[src/rtl/adc_seq_pkg.sv]
package adc_seq_pkg;

    typedef enum logic [1:0] {
        ST_IDLE = 2'd0,
        ST_NORM = 2'd1,
        ST_PRIO = 2'd2
    } seq_state_e;

endpackage

[src/rtl/adc_prescaler.sv]
module adc_prescaler #(
    parameter int SEL_W = 2,
    localparam int CNT_W = (1 << SEL_W) - 1
) (
    input  logic             clk,
    input  logic             rst_n,
    input  logic             clr,
    input  logic             en,
    input  logic [SEL_W-1:0] sel,
    output logic             tick
);

    logic [CNT_W-1:0] cnt;
    logic [CNT_W-1:0] lim;

    assign lim  = CNT_W'((32'd1 << sel) - 32'd1);
    assign tick = en && (cnt == lim);

    always_ff @(posedge clk or negedge rst_n) begin
        if (!rst_n) begin
            cnt <= '0;
        end else if (clr) begin
            cnt <= '0;
        end else if (en) begin
            cnt <= tick ? '0 : cnt + CNT_W'(1);
        end
    end

endmodule

[src/rtl/adc_conv_timer.sv]
module adc_conv_timer #(
    parameter int TICKS = 46,
    localparam int TW = $clog2(TICKS)
) (
    input  logic clk,
    input  logic rst_n,
    input  logic clr,
    input  logic tick,
    output logic done
);

    logic [TW-1:0] tcnt;

    assign done = tick && (tcnt == TW'(TICKS - 1));

    always_ff @(posedge clk or negedge rst_n) begin
        if (!rst_n) begin
            tcnt <= '0;
        end else if (clr) begin
            tcnt <= '0;
        end else if (tick) begin
            tcnt <= done ? '0 : tcnt + TW'(1);
        end
    end

endmodule

[src/rtl/adc_seq_fsm.sv]
module adc_seq_fsm
    import adc_seq_pkg::*;
#(
    parameter int CH_W   = 3,
    parameter int DATA_W = 10
) (
    input  logic              clk,
    input  logic              rst_n,
    input  logic              start,
    input  logic              scan_en,
    input  logic              repeat_en,
    input  logic [CH_W-1:0]   first_ch,
    input  logic [CH_W-1:0]   last_ch,
    input  logic              hp_req,
    input  logic [CH_W-1:0]   hp_ch,
    input  logic              conv_done,
    input  logic [DATA_W-1:0] adc_data,
    output logic              restart,
    output logic              busy,
    output logic              prio_busy,
    output logic [CH_W-1:0]   conv_ch,
    output logic              sample_o,
    output logic              norm_we,
    output logic [CH_W-1:0]   we_ch,
    output logic              prio_we,
    output logic [DATA_W-1:0] data_o,
    output logic              norm_irq,
    output logic              prio_irq
);

    seq_state_e state, state_nx;

    logic [CH_W-1:0] cur_ch;
    logic [CH_W-1:0] lo_q;
    logic [CH_W-1:0] hi_q;
    logic            scan_q;
    logic [CH_W-1:0] prio_ch_q;
    logic            resume_q;

    logic prio_go;
    logic norm_fin;
    logic prio_fin;
    logic pass_last;
    logic accept_start;

    assign prio_go      = hp_req && (state != ST_PRIO);
    assign accept_start = (state == ST_IDLE) && start && !hp_req;
    assign norm_fin     = (state == ST_NORM) && conv_done && !hp_req;
    assign prio_fin     = (state == ST_PRIO) && conv_done;
    assign pass_last    = !scan_q || (cur_ch == hi_q);

    assign busy      = (state != ST_IDLE);
    assign prio_busy = (state == ST_PRIO);
    assign conv_ch   = (state == ST_PRIO) ? prio_ch_q : cur_ch;

    // next state and conversion (re)start
    always_comb begin
        state_nx = state;
        restart  = 1'b0;
        unique case (state)
            ST_IDLE: begin
                if (prio_go) begin
                    state_nx = ST_PRIO;
                    restart  = 1'b1;
                end else if (start) begin
                    state_nx = ST_NORM;
                    restart  = 1'b1;
                end
            end
            ST_NORM: begin
                if (prio_go) begin
                    state_nx = ST_PRIO;
                    restart  = 1'b1;
                end else if (norm_fin) begin
                    if (pass_last && !repeat_en) begin
                        state_nx = ST_IDLE;
                    end else begin
                        restart = 1'b1;
                    end
                end
            end
            ST_PRIO: begin
                if (prio_fin) begin
                    if (resume_q) begin
                        state_nx = ST_NORM;
                        restart  = 1'b1;
                    end else begin
                        state_nx = ST_IDLE;
                    end
                end
            end
            default: state_nx = ST_IDLE;
        endcase
    end

    // state register
    always_ff @(posedge clk or negedge rst_n) begin
        if (!rst_n) begin
            state <= ST_IDLE;
        end else begin
            state <= state_nx;
        end
    end

    // sequence context
    always_ff @(posedge clk or negedge rst_n) begin
        if (!rst_n) begin
            cur_ch    <= '0;
            lo_q      <= '0;
            hi_q      <= '0;
            scan_q    <= 1'b0;
            prio_ch_q <= '0;
            resume_q  <= 1'b0;
        end else begin
            if (accept_start) begin
                lo_q   <= first_ch;
                hi_q   <= last_ch;
                scan_q <= scan_en;
                cur_ch <= first_ch;
            end
            if (prio_go) begin
                prio_ch_q <= hp_ch;
                resume_q  <= (state == ST_NORM);
            end
            if (norm_fin) begin
                cur_ch <= pass_last ? lo_q : cur_ch + CH_W'(1);
            end
        end
    end

    // registered outputs
    always_ff @(posedge clk or negedge rst_n) begin
        if (!rst_n) begin
            sample_o <= 1'b0;
            norm_we  <= 1'b0;
            we_ch    <= '0;
            prio_we  <= 1'b0;
            data_o   <= '0;
            norm_irq <= 1'b0;
            prio_irq <= 1'b0;
        end else begin
            sample_o <= restart;
            norm_we  <= norm_fin;
            prio_we  <= prio_fin;
            norm_irq <= norm_fin && pass_last;
            prio_irq <= prio_fin;
            if (norm_fin) begin
                we_ch <= cur_ch;
            end
            if (norm_fin || prio_fin) begin
                data_o <= adc_data;
            end
        end
    end

endmodule

[src/rtl/adc_seq_top.sv]
module adc_seq_top #(
    parameter int N_CH       = 8,
    parameter int DATA_W     = 10,
    parameter int SEL_W      = 2,
    parameter int CONV_TICKS = 46,
    localparam int CH_W = $clog2(N_CH)
) (
    input  logic              clk,
    input  logic              rst_n,
    input  logic [SEL_W-1:0]  clk_div_sel,
    input  logic              start,
    input  logic              scan_en,
    input  logic              repeat_en,
    input  logic [CH_W-1:0]   first_ch,
    input  logic [CH_W-1:0]   last_ch,
    input  logic              hp_req,
    input  logic [CH_W-1:0]   hp_ch,
    output logic              adc_sample,
    output logic [CH_W-1:0]   adc_ch,
    input  logic [DATA_W-1:0] adc_data,
    output logic              adc_busy,
    output logic              hp_busy,
    output logic [N_CH-1:0]   res_we,
    output logic              hp_we,
    output logic [DATA_W-1:0] res_data,
    output logic              norm_irq,
    output logic              hp_irq
);

    logic            restart;
    logic            tick;
    logic            conv_done;
    logic            norm_we;
    logic [CH_W-1:0] we_ch;

    adc_prescaler #(.SEL_W(SEL_W)) u_presc (
        .clk   (clk),
        .rst_n (rst_n),
        .clr   (restart),
        .en    (adc_busy),
        .sel   (clk_div_sel),
        .tick  (tick)
    );

    adc_conv_timer #(.TICKS(CONV_TICKS)) u_timer (
        .clk   (clk),
        .rst_n (rst_n),
        .clr   (restart),
        .tick  (tick),
        .done  (conv_done)
    );

    adc_seq_fsm #(.CH_W(CH_W), .DATA_W(DATA_W)) u_fsm (
        .clk       (clk),
        .rst_n     (rst_n),
        .start     (start),
        .scan_en   (scan_en),
        .repeat_en (repeat_en),
        .first_ch  (first_ch),
        .last_ch   (last_ch),
        .hp_req    (hp_req),
        .hp_ch     (hp_ch),
        .conv_done (conv_done),
        .adc_data  (adc_data),
        .restart   (restart),
        .busy      (adc_busy),
        .prio_busy (hp_busy),
        .conv_ch   (adc_ch),
        .sample_o  (adc_sample),
        .norm_we   (norm_we),
        .we_ch     (we_ch),
        .prio_we   (hp_we),
        .data_o    (res_data),
        .norm_irq  (norm_irq),
        .prio_irq  (hp_irq)
    );

    // per-channel strobe decode
    for (genvar g = 0; g < N_CH; g++) begin : g_we
        assign res_we[g] = norm_we && (we_ch == CH_W'(g));
    end

endmodule

[config.mk]
export PLATFORM = sky130hd
export DESIGN_NAME = adc_seq_top
export DESIGN_NICKNAME = d
export VERILOG_FILES = /design/src/rtl/adc_seq_pkg.sv /design/src/rtl/adc_prescaler.sv /design/src/rtl/adc_conv_timer.sv /design/src/rtl/adc_seq_fsm.sv /design/src/rtl/adc_seq_top.sv
export SDC_FILE = /design/constraint.sdc
export NUM_CORES = 1
export LEC_CHECK = 0
export BUFFER_PORTS_ARGS = -buffer_cell sky130_fd_sc_hd__buf_2
export CAP_MARGIN = 20
export CORE_MARGIN = 2
export CORE_UTILIZATION = 47
export CTS_CLUSTER_SIZE = 24
export DETAILED_ROUTE_END_ITERATION = 7
export HOLD_SLACK_MARGIN = 0.08
export PLACE_DENSITY = 0.79
export SYNTH_ARGS = -nofsm -noshare
export SYNTH_HDL_FRONTEND = slang
export SYNTH_SLANG_ARGS = --single-unit
[constraint.sdc]
create_clock -name clk -period 2.2 [get_ports clk]
set_clock_uncertainty 0.15 [all_clocks]
set_input_delay 0.33 -clock clk [delete_from_list [all_inputs] [get_ports clk]]
set_output_delay 0.33 -clock clk [all_outputs]
set_load 0.02 [all_outputs]
==> impl_metrics.sql <==
INSERT INTO impl_metrics (metric_group, metric, value, unit) VALUES
('synth', 'dominant_combinational_cell_family_by_area_after_synthesis', 'simple AND/OR/NAND/NOR gates', ''),
('synth', 'synth_adder_area_share', '0.0239', ''),
('setup_path', 'path_cells', 'nor4bb_4, o31ai_4, and2_1, a211oi_4, buf_12, mux2_2', ''),
('clock_network', 'root_buffer_master', 'sky130_fd_sc_hd__clkbuf_8', ''),
('pwr', 'power_leakage', '1.39', 'nW'),
('global_routing', 'global_route.peak_usage_layer', 'met2', ''),
('finish', 'finish.utilization', '0.640', ''),
('routing', 'antenna_violation_net_count_after_detailed_routing', '0', ''),
('synth', 'postSynthAreaPerCell', '10.1', 'um2'),
('setup_path', 'critPathSlowestCell', 'sky130_fd_sc_hd__dfrtp_2', ''),
('finish', 'count_of_antenna_diodes_in_the_layout', '0', ''),
('synth', 'synth_top_cell_area_share', '0.503', ''),
('synth', 'synth_seq_area_share', '0.503', ''),
('sta', 'final-hold-violation-count', '0', ''),
('die', 'rows', '24', ''),
('placed_design', 'hpwlAfterDp', '3270', 'um'),
('sta', 'final.min_clock_period', '2.10', 'ns'),
('routing', 'detailed_router_iteration_count_before_antenna_repair', '4', ''),
('die', 'die_y', '70.7', 'um'),
('sta', 'final_max_slew_viol_count', '0', ''),
('global_routing', 'pin_count_of_the_biggest_net_entering_global_routing', '43', ''),
('global_routing', 'gr-usage-met1', '0.269', ''),
('routing', 'wl_per_cell', '13.3', 'um'),
('setup_path', 'timing.critical_path.fanout_max', '10', ''),
('die', 'ioPinCount', '54', ''),
('placed_design', 'preCtsSetupSlack', '-0.0240', 'ns'),
('sta', 'layout_worst_path_cycle_share', '0.956', ''),
('finish', 'instances_no_fill', '339', ''),
('synth', 'synth.ff_latch_count', '42', ''),
('routing', 'drt_wl_total', '4520', 'um'),
('synth', 'synth_net_count', '239', ''),
('routing', 'routed-via-count', '1767', ''),
('setup_path', 'worst_setup_path_end_kind', 'flop', ''),
('hold_path', 'worstHoldPathType', 'primary input to flop', ''),
('sta', 'final_critical_path_setup_slack', '0.0975', 'ns'),
('clock_network', 'numCtsBuffers', '5', ''),
('die', 'die_x', '70.7', 'um'),
('clock_network', 'worst_skew_pair.late_latency', '0.29', 'ns'),
('global_routing', 'grt_util_all_layers', '0.189', ''),
('clock_network', 'clkTransAtPathRegs', '0.07', 'ns'),
('synth', 'yosysTopAreaCell', 'sky130_fd_sc_hd__dfrtp_1', ''),
('sta', 'setup_violations', '0', ''),
('sta', 'rsz0062_at_grt', 'false', ''),
('run_status', 'outcome', 'finished, final reports clean', ''),
('routing', 'initialDrtViolationCount', '75', ''),
('finish', 'fin_nets', '318', ''),
('flow_run', 'cap_viol_max_count', '0', ''),
('setup_path', 'worst_ep_arrival_time', '2.13', 'ns'),
('synth', 'ys_top_cells_by_area', 'sky130_fd_sc_hd__dfrtp_1, sky130_fd_sc_hd__mux2_2, sky130_fd_sc_hd__nand2_1', ''),
('finish', 'nFillCells', '352', ''),
('finish', 'areaGrowthSynthToFinish', '32.4', '%'),
('synth', 'yosys_warnings', '0', ''),
('die', 'placeableCoreArea', '4320', 'um2'),
('global_routing', 'antenna_found_initial', '0', ''),
('global_routing', 'vias_in_the_first_global_route', '1683', ''),
('setup_path', 'timing.setup.critical_path_class', 'flop to flop', ''),
('synth', 'synth_cell_types', '36', ''),
('finish', 'post_route_cells_drive_above_1_share', '0.369', ''),
('synth', 'share_of_the_synthesized_netlist_area_taken_by_xor_and_xnor_gates', '0.0209', ''),
('finish', 'postLayoutCellArea', '2770', 'um2'),
('clock_network', 'tritoncts_num_sinks', '42', ''),
('sta', 'finalSetupTns', '0', 'ns'),
('setup_path', 'required', '2.23', 'ns'),
('synth', 'netlist_instances', '208', ''),
('setup_path', 'start_kind', 'flop', ''),
('global_routing', 'use_met2', '0.283', ''),
('clock_network', 'cts_tree', 'built', ''),
('clock_network', 'clock_tree.buffer_depth', '2', ''),
('sta', 'timing_worst_slew_pin_value', '0.522', 'ns'),
('die', 'initial_core_util', '0.484', ''),
('global_routing', 'gr_util_met3', '0.0442', '');
registers in the layout (all words and copies together), names as in the netlist:
name and flops:
u_timer.tcnt 6, u_fsm.norm_irq 1, u_presc.cnt 3, u_fsm.scan_q 1, u_fsm.data_o 10, u_fsm.prio_ch_q 3, u_fsm.lo_q 3, u_fsm.sample_o 1
u_fsm.hi_q 3, u_fsm.norm_we 1, u_fsm.prio_we 1, u_fsm.cur_ch 3, u_fsm.we_ch 3, u_fsm.resume_q 1, u_fsm.state 2
final timing paths:
path / start / endpoint / slack, ns / cells after the start
worst max-delay path: u_presc.cnt[2] / u_fsm.data_o[1] / 0.1 / 6
worst min-delay path: first_ch[2] / u_fsm.lo_q[2] / 0.10 / 3
worst max register to register: u_presc.cnt[2] / u_fsm.data_o[1] / 0.1 / 6
worst min register to register: u_fsm.lo_q[1] / u_fsm.lo_q[1] / 0.33 / 2
max in group asynchronous: rst_n / u_presc.cnt[2] / 1.03 / 3
min in group asynchronous: rst_n / u_fsm.lo_q[2] / 0.50 / 3
power by group:
group	total (mW)	internal, mW	switching (mW)	leakage, nW
sequential	1.14	0.968	0.167	0.548
combinational	1.15	0.510	0.635	0.783
clock	0.619	0.363	0.256	0.0573
per-layer routing:
| metal | share of wire | up-vias |
|---|---|---|
| met2 | 0.47 | 42 |
| li1 | - | 873 |
| met1 | 0.48 | 843 |
| met5 | 0 | - |
| met3 | 0.038 | 9 |
| met4 | 0.020 | 0 |
final cells by class:
| cell class | instances | area (um2) | area share |
|---|---|---|---|
| clock buffers | 6 | 82.6 | 0.0298 |
| clock inverters | 1 | 30.0 | 0.0108 |
| inverters | 6 | 22.5 | 0.00814 |
| multi-input cells | 154 | 1040 | 0.375 |
| flip-flops and latches | 42 | 1050 | 0.380 |
| well taps | 52 | 65.1 | 0.0235 |
| repair buffers | 78 | 478 | 0.173 |
logic make-up after synthesis:
group,Yosys count
AO/OA/AOI/OAI,32
XOR/XNOR,5
adder cells (fa/ha/maj),4
buffers and inverters,12
flip-flops,42
multiplexers,19
AND/OR/NAND/NOR,94
layout by cell type, fill, tap and decap left out, types with 6 or more instances in the layout:
cell type / n
sky130_fd_sc_hd__a21oi_1: 12
sky130_fd_sc_hd__buf_2: 53
sky130_fd_sc_hd__buf_4: 19
sky130_fd_sc_hd__clkbuf_8: 6
sky130_fd_sc_hd__dfrtp_1: 41
sky130_fd_sc_hd__inv_1: 6
sky130_fd_sc_hd__mux2_2: 17
sky130_fd_sc_hd__nand2_1: 45
sky130_fd_sc_hd__nor2_1: 15
sky130_fd_sc_hd__o21ai_0: 6
cell usage after synthesis:
cell type,number
sky130_fd_sc_hd__or2_2,1
sky130_fd_sc_hd__clkbuf_1,5
sky130_fd_sc_hd__and2_1,5
sky130_fd_sc_hd__o31ai_2,1
sky130_fd_sc_hd__nor2b_1,2
sky130_fd_sc_hd__a2111oi_4,1
sky130_fd_sc_hd__mux2i_1,2
sky130_fd_sc_hd__nor3_2,1
sky130_fd_sc_hd__o211ai_1,4
sky130_fd_sc_hd__nand2_1,45
sky130_fd_sc_hd__a211oi_4,1
sky130_fd_sc_hd__nand3b_1,1
sky130_fd_sc_hd__nor2_1,15
sky130_fd_sc_hd__nor4b_1,1
sky130_fd_sc_hd__o221ai_1,1
sky130_fd_sc_hd__xor2_1,5
sky130_fd_sc_hd__nor4bb_1,1
sky130_fd_sc_hd__a221o_1,1
sky130_fd_sc_hd__nor3_1,4
sky130_fd_sc_hd__dfrtp_1,42
sky130_fd_sc_hd__ha_1,4
sky130_fd_sc_hd__a21o_1,2
sky130_fd_sc_hd__and4_1,2
sky130_fd_sc_hd__mux2_2,17
sky130_fd_sc_hd__a22o_1,1
sky130_fd_sc_hd__buf_4,1
sky130_fd_sc_hd__or4_1,1
sky130_fd_sc_hd__a32oi_1,1
sky130_fd_sc_hd__o21ai_0,6
sky130_fd_sc_hd__nand3_1,3
sky130_fd_sc_hd__nand2b_1,5
sky130_fd_sc_hd__or3_1,5
sky130_fd_sc_hd__inv_1,6
sky130_fd_sc_hd__nand4_1,2
sky130_fd_sc_hd__a21oi_1,12
sky130_fd_sc_hd__o31ai_1,1
timing repair:
action,CTS,global route
gates resized for setup,1,7
hold buffers,5,0
endpoints found under the hold margin,46,0
buffers inserted,0,1
endpoints found under the setup margin,12,20
pin swaps,0,4
critical path: cells and delay by family, from the launching register on:
| family | cells | cell delay (ns) |
|---|---|---|
| buffers and inverters | 1 | 0.16 |
| multiplexers | 1 | 0.33 |
| AO/OA/AOI/OAI | 2 | 0.33 |
| flip-flops | 1 | 0.47 |
| AND/OR/NAND/NOR | 2 | 0.54 |
Note: power is estimated with default switching activity, not from simulation.
